[src/rtl/chan_timer_pkg.sv]
package chan_timer_pkg;

    localparam int unsigned DATA_W = 32;
    localparam int unsigned WIN_W  = 6;

    localparam logic [WIN_W-1:0] OFS_STATUS  = 6'h00;
    localparam logic [WIN_W-1:0] OFS_MODE    = 6'h04;
    localparam logic [WIN_W-1:0] OFS_START   = 6'h08;
    localparam logic [WIN_W-1:0] OFS_ENABLE  = 6'h10;
    localparam logic [WIN_W-1:0] OFS_RESTART = 6'h14;
    localparam logic [WIN_W-1:0] OFS_COUNT   = 6'h18;
    localparam logic [WIN_W-1:0] OFS_CLEAR   = 6'h20;
    localparam logic [WIN_W-1:0] OFS_MASK    = 6'h24;

    typedef struct packed {
        logic mode;
        logic start;
        logic enable;
        logic restart;
        logic clear;
        logic mask;
    } chan_wr_t;

endpackage

[src/rtl/chan_timer_decode.sv]
module chan_timer_decode
    import chan_timer_pkg::*;
#(
    parameter int unsigned NUM_CH = 4,
    localparam int unsigned CH_W   = (NUM_CH > 1) ? $clog2(NUM_CH) : 1,
    localparam int unsigned ADDR_W = WIN_W + CH_W
) (
    input  logic [ADDR_W-1:0]          addr,
    input  logic                       we,
    output logic [CH_W-1:0]            sel_ch,
    output logic [WIN_W-1:0]           sel_ofs,
    output chan_wr_t [NUM_CH-1:0]      wr
);

    assign sel_ofs = addr[WIN_W-1:0];
    assign sel_ch  = addr[ADDR_W-1:WIN_W];

    always_comb begin
        for (int c = 0; c < NUM_CH; c++) begin
            wr[c] = '0;
            if (we && (sel_ch == CH_W'(c))) begin
                case (sel_ofs)
                    OFS_MODE:    wr[c].mode    = 1'b1;
                    OFS_START:   wr[c].start   = 1'b1;
                    OFS_ENABLE:  wr[c].enable  = 1'b1;
                    OFS_RESTART: wr[c].restart = 1'b1;
                    OFS_CLEAR:   wr[c].clear   = 1'b1;
                    OFS_MASK:    wr[c].mask    = 1'b1;
                    default:     wr[c]         = '0;
                endcase
            end
        end
    end

endmodule

[src/rtl/chan_timer_channel.sv]
module chan_timer_channel
    import chan_timer_pkg::*;
#(
    parameter int unsigned CNT_W = 32
) (
    input  logic              clk,
    input  logic              rst_n,
    input  chan_wr_t          wr,
    input  logic [DATA_W-1:0] wdata,
    input  logic [WIN_W-1:0]  rd_ofs,
    output logic [DATA_W-1:0] rd_data,
    output logic              pend_o,
    output logic              irq_o,
    output logic [CNT_W-1:0]  count_o,
    output logic [CNT_W-1:0]  start_o,
    output logic              enable_o,
    output logic              busy_o
);

    typedef struct packed {
        logic             mode;
        logic             enable;
        logic             mask;
        logic             pend;
        logic             parked;
        logic [1:0]       busy;
        logic [CNT_W-1:0] start;
        logic [CNT_W-1:0] cnt;
    } chan_state_t;

    chan_state_t st_d, st_q;
    logic        expire;

    always_comb begin
        st_d   = st_q;
        expire = st_q.enable && !st_q.parked && (st_q.cnt == '0);

        if (st_q.busy != 2'd0) st_d.busy = st_q.busy - 2'd1;
        if (wr.mode)  st_d.mode  = wdata[0];
        if (wr.start) st_d.start = wdata[CNT_W-1:0];
        if (wr.mask)  st_d.mask  = wdata[0];
        if (wr.enable) begin
            st_d.enable = wdata[0];
            if (wdata[0]) st_d.parked = 1'b0;
        end
        if (wr.clear && wdata[0]) begin
            st_d.pend = 1'b0;
            st_d.busy = 2'd2;
        end

        if (expire) begin
            st_d.pend   = 1'b1;
            st_d.cnt    = st_q.mode ? '0 : st_q.start;
            st_d.parked = st_q.mode;
        end else if (st_q.enable && !st_q.parked) begin
            st_d.cnt = st_q.cnt - CNT_W'(1);
        end

        if (wr.restart) begin
            st_d.cnt    = st_q.start;
            st_d.parked = 1'b0;
        end
    end

    always_ff @(posedge clk) begin
        if (!rst_n) st_q <= '0;
        else        st_q <= st_d;
    end

    always_comb begin
        case (rd_ofs)
            OFS_MODE:   rd_data = DATA_W'(st_q.mode);
            OFS_START:  rd_data = DATA_W'(st_q.start);
            OFS_ENABLE: rd_data = DATA_W'(st_q.enable);
            OFS_COUNT:  rd_data = DATA_W'(st_q.cnt);
            OFS_CLEAR:  rd_data = DATA_W'({(st_q.busy != 2'd0), 1'b0});
            OFS_MASK:   rd_data = DATA_W'(st_q.mask);
            default:    rd_data = '0;
        endcase
    end

    assign pend_o   = st_q.pend;
    assign irq_o    = st_q.pend & ~st_q.mask;
    assign count_o  = st_q.cnt;
    assign start_o  = st_q.start;
    assign enable_o = st_q.enable;
    assign busy_o   = (st_q.busy != 2'd0);

endmodule

[src/rtl/chan_timer.sv]
module chan_timer
    import chan_timer_pkg::*;
#(
    parameter int unsigned NUM_CH = 4,
    parameter int unsigned CNT_W  = 32,
    localparam int unsigned CH_W   = (NUM_CH > 1) ? $clog2(NUM_CH) : 1,
    localparam int unsigned ADDR_W = WIN_W + CH_W
) (
    input  logic              clk,
    input  logic              rst_n,
    input  logic [ADDR_W-1:0] bus_addr,
    input  logic              bus_we,
    input  logic [DATA_W-1:0] bus_wdata,
    output logic [DATA_W-1:0] bus_rdata,
    output logic [NUM_CH-1:0] irq,
    output logic [NUM_CH-1:0] irq_status
);

    logic [CH_W-1:0]                sel_ch;
    logic [WIN_W-1:0]               sel_ofs;
    chan_wr_t [NUM_CH-1:0]          ch_wr;
    logic [NUM_CH-1:0][DATA_W-1:0]  ch_rd;
    logic [NUM_CH-1:0][CNT_W-1:0]   ch_count;
    logic [NUM_CH-1:0][CNT_W-1:0]   ch_start;
    logic [NUM_CH-1:0]              ch_enable;
    logic [NUM_CH-1:0]              ch_busy;
    logic [NUM_CH-1:0]              ch_restart_wr;
    logic [NUM_CH-1:0]              ch_clear_wr;

    chan_timer_decode #(.NUM_CH(NUM_CH)) u_decode (
        .addr    (bus_addr),
        .we      (bus_we),
        .sel_ch  (sel_ch),
        .sel_ofs (sel_ofs),
        .wr      (ch_wr)
    );

    for (genvar g = 0; g < NUM_CH; g++) begin : g_ch
        chan_timer_channel #(.CNT_W(CNT_W)) u_chan (
            .clk      (clk),
            .rst_n    (rst_n),
            .wr       (ch_wr[g]),
            .wdata    (bus_wdata),
            .rd_ofs   (sel_ofs),
            .rd_data  (ch_rd[g]),
            .pend_o   (irq_status[g]),
            .irq_o    (irq[g]),
            .count_o  (ch_count[g]),
            .start_o  (ch_start[g]),
            .enable_o (ch_enable[g]),
            .busy_o   (ch_busy[g])
        );
        assign ch_restart_wr[g] = ch_wr[g].restart;
        assign ch_clear_wr[g]   = ch_wr[g].clear & bus_wdata[0];
    end

    assign bus_rdata = (sel_ofs == OFS_STATUS) ? DATA_W'(irq_status) : ch_rd[sel_ch];

endmodule

[config.mk]
export PLATFORM = sky130hd
export DESIGN_NAME = chan_timer
export DESIGN_NICKNAME = d
export VERILOG_FILES = /design/src/rtl/chan_timer_pkg.sv /design/src/rtl/chan_timer_decode.sv /design/src/rtl/chan_timer_channel.sv /design/src/rtl/chan_timer.sv
export SDC_FILE = /design/constraint.sdc
export NUM_CORES = 1
export LEC_CHECK = 0
export ABC_AREA = 1
export CORE_AREA = 5 5 215 217
export DETAILED_ROUTE_END_ITERATION = 10
export DIE_AREA = 0 0 220 222
export DONT_BUFFER_PORTS = 1
export SETUP_SLACK_MARGIN = 0.4
export SLEW_MARGIN = 0
export SYNTH_ARGS = -nofsm -noshare
export SYNTH_HDL_FRONTEND = slang
export SYNTH_SLANG_ARGS = --single-unit
[constraint.sdc]
create_clock -name clk -period 3.3 [get_ports clk]
set_input_delay 0.165 -clock clk [delete_from_list [all_inputs] [get_ports clk]]
set_output_delay 0.165 -clock clk [all_outputs]
set_load 0.02 [all_outputs]
==> impl_metrics.json <==
{
  "cpMaxStageDelayCell": "clkinvlp_2",
  "ant_nets": 0,
  "cts.path.max_buffers": 3,
  "crit_fanout": 16,
  "drt_wl_total_mm": 69.55,
  "ys_types": 39,
  "ys_seq_elements": 284,
  "cts_tree": "done",
  "port_buffers": 0,
  "cp_common_cell": "nor2_1",
  "fmax_mhz": 344.2,
  "syn_to_final_growth_pct": 15.00,
  "grt_use_total_pct": 27.57,
  "worstSetupEndpointType": "flop",
  "cts.sinks": 284,
  "dp_hpwl_mm": 48.05,
  "grt_pass1_wl_mm": 106.4,
  "worst-setup-path-type": "in2reg",
  "drt_iter0_markers": 1945,
  "rows": 77,
  "powerDensity_nw_per_um2": 406.5,
  "clk_pin_slew_worst_paths_ns": 0.06,
  "max-cap-violations": 0,
  "critPathTopFamily": "buffers and inverters",
  "cts.root.buffer_cell": "clkbuf_16",
  "ys.flop_type": "dfxtp_1",
  "gp_routability_congestion": 0.9498,
  "clk_latency_ns": 0.55,
  "cp_num_buf_inv": 4,
  "synth_area_um2": 17450,
  "drive_gt1_share_pct": 5.964,
  "drv_slew": 0,
  "dr.pass1.iters": 6,
  "grt_overflow": 0,
  "setup_viol_count_final": 0,
  "fin_crit_ns": 2.906,
  "yosysSeqAreaShare_pct": 32.59,
  "ios": 83,
  "via_per_inst": 5.406,
  "drc": 0,
  "cp-start-kind": "input port",
  "avgSynthCellArea_um2": 6.012,
  "timing.final.crit_share_pct": 88.05,
  "synth-edff-count": 0,
  "crit_required_ns": 3.73,
  "core_area_um2": 43930,
  "slew_headroom_pct": 19.87,
  "crit_arrival_ns": 3.34,
  "skew_ns": 0.01168,
  "rsz0062_at_grt": "true",
  "ir_worst_vdd_v": 0.0004163,
  "layout_commonest_cell": "nand2_1",
  "ys_async_sr_fraction_pct": 0,
  "dpl-instance-area_um2": 17860,
  "antenna_found_initial": 5,
  "grt_pass1_vias": 17880,
  "detail_route.wl_per_cell_um": 19.61,
  "die_y_um": 222,
  "synth_cells": 2902,
  "outcome": "finished clean",
  "tightest_slew_ns": 1.201,
  "stdcell_area_um2": 20060,
  "h-tree-depth": 2,
  "most-common-layout-cells": "nand2_1, nor2_1, o21ai_0, dfxtp_1, inv_1",
  "power.leakage_uw": 0.009509,
  "final_hold_viol_count": 0,
  "initial_core_util_pct": 39.71,
  "grt_max_degree": 213,
  "fin_setup_tns_ns": 0,
  "synth_nets": 2949,
  "vias": 19170,
  "cpPeakStageDelay_ns": 0.87,
  "worst_hold_path_type": "in2reg",
  "path_cells": "dlygate4sd3_1 -> nand2_1 -> dlygate4sd3_1 -> nor2_1 -> inv_2 -> nor2_2 -> clkinvlp_2 -> nor2_1 -> nor2_1",
  "nNetsFinal": 2974,
  "die_w_um": 220,
  "numCtsBuffers": 36,
  "die-area_um2": 48840,
  "synth-warning-count": 0
}
==> state kept, by name, summed over array words and instances, names as in the netlist <==
| register | flops |
|---|---|
| g_ch.u_chan.start_o | 128 |
| g_ch.u_chan.st_q | 20 |
| g_ch.u_chan.enable_o | 4 |
| g_ch.u_chan.pend_o | 4 |
| g_ch.u_chan.count_o | 128 |
==> Yosys cell counts (5+ instances only) <==
master,instances,share of area (%)
a311oi_1,6,0.30
nand3_1,138,4.0
nor2_1,486,10
nor2_2,16,0.57
nand2_2,7,0.25
inv_1,249,5.4
clkinv_1,8,0.17
nor3_1,12,0.34
a31oi_1,63,2.3
clkbuf_1,70,1.5
nand4_1,44,1.6
a211oi_1,5,0.22
a21oi_1,73,2.1
buf_2,50,1.4
o22ai_1,5,0.18
buf_1,5,0.11
inv_2,17,0.37
o21ai_0,351,10
o21ai_1,53,1.5
xor2_1,58,2.9
buf_4,15,0.65
nand2_1,835,18
dfxtp_1,284,33
nor2_4,15,0.97
buf_6,10,0.65
==> worst register-to-register path: cells and delay by family (launching register included) <==
kind | cells | cell delay, ns
AO/OA/AOI/OAI | 1 | 0.21
adder cells (fa/ha/maj) | 1 | 0.32
buffers and inverters | 1 | 0.12
flip-flops | 1 | 0.30
AND/OR/NAND/NOR | 7 | 1.56
==> timing repair <==
action                                  4_1_cts  5_1_grt
hold buffers                                 89        0
gates resized for setup                       0        5
endpoints found under the setup margin        0       38
setup buffers                                 0        3
endpoints found under the hold margin       272        0
==> metrics by stage <==
step	instances	power [µW]	hold slack [ns]	setup WS (ns)	util, %
2_1_floorplan	2902	3815	0.2999	1.595	-
3_3_place_gp	3388	3863	0.3030	0.7734	40.65
3_5_place_dp	3388	3867	0.3095	0.7449	40.65
4_1_cts	3539	8192	0.01803	0.4181	45.53
5_1_grt	3545	8391	0.06748	0.3508	45.66
6_report	3546	8156	0.03927	0.3944	45.67
==> path summary, 6_finish.rpt <==
check	from	to	slack [ns]	cells past startpoint
setup reg to reg	g_ch[2].u_chan.count_o[0]	g_ch[2].u_chan.count_o[20]	0.70	10
setup / recovery	bus_addr[7]	g_ch[2].u_chan.start_o[9]	0.39	9
hold / removal	bus_addr[6]	g_ch[3].u_chan.enable_o	0.04	5
hold reg to reg	g_ch[1].u_chan.st_q[64]	g_ch[1].u_chan.st_q[64]	0.44	1
==> cell families (layout without fill, tap and decap cells) <==
kind of cell / count (synthesis) / count (layout) / share of synthesized area (%)
DFF: 284 / 284 / 32.59
other: 0 / 3 / 0
xor gates and xnor gates: 58 / 58 / 2.912
adders and majority gates: 4 / 4 / 0.2869
buffers and inverters: 425 / 474 / 10.27
and+or+nand+nor: 1568 / 1568 / 36.99
AOI/OAI and AO/OA: 563 / 563 / 16.95
==> layout make-up <==
cell class / instances / area, µm²
Clock inverter: 12 / 188.9
Fill cell: 4667 / 23870
Sequential cell: 284 / 5685
Clock buffer: 50 / 1045
Antenna cell: 3 / 7.507
Timing Repair inverter: 1 / 5.005
Timing Repair Buffer: 136 / 1353
Tap cell: 592 / 740.7
Inverter: 275 / 1044
Multi-Input combinational cell: 2193 / 9993
==> power by group <==
part / leakage, µW / switching, µW / internal, µW
Combinational: 0.00661 / 346 / 144
Clock: 0.000612 / 1620 / 2590
Sequential: 0.00229 / 10.7 / 3440
==> routing by layer <==
layer | GRT usage, % | part of all wire (%)
met1 | 38.39 | 43
met2 | 43.17 | 45
met3 | 4.383 | 8.5
met4 | 9.905 | 3.9
met5 | 0 | 0.010
Note: power is estimated with default switching activity, not from simulation.
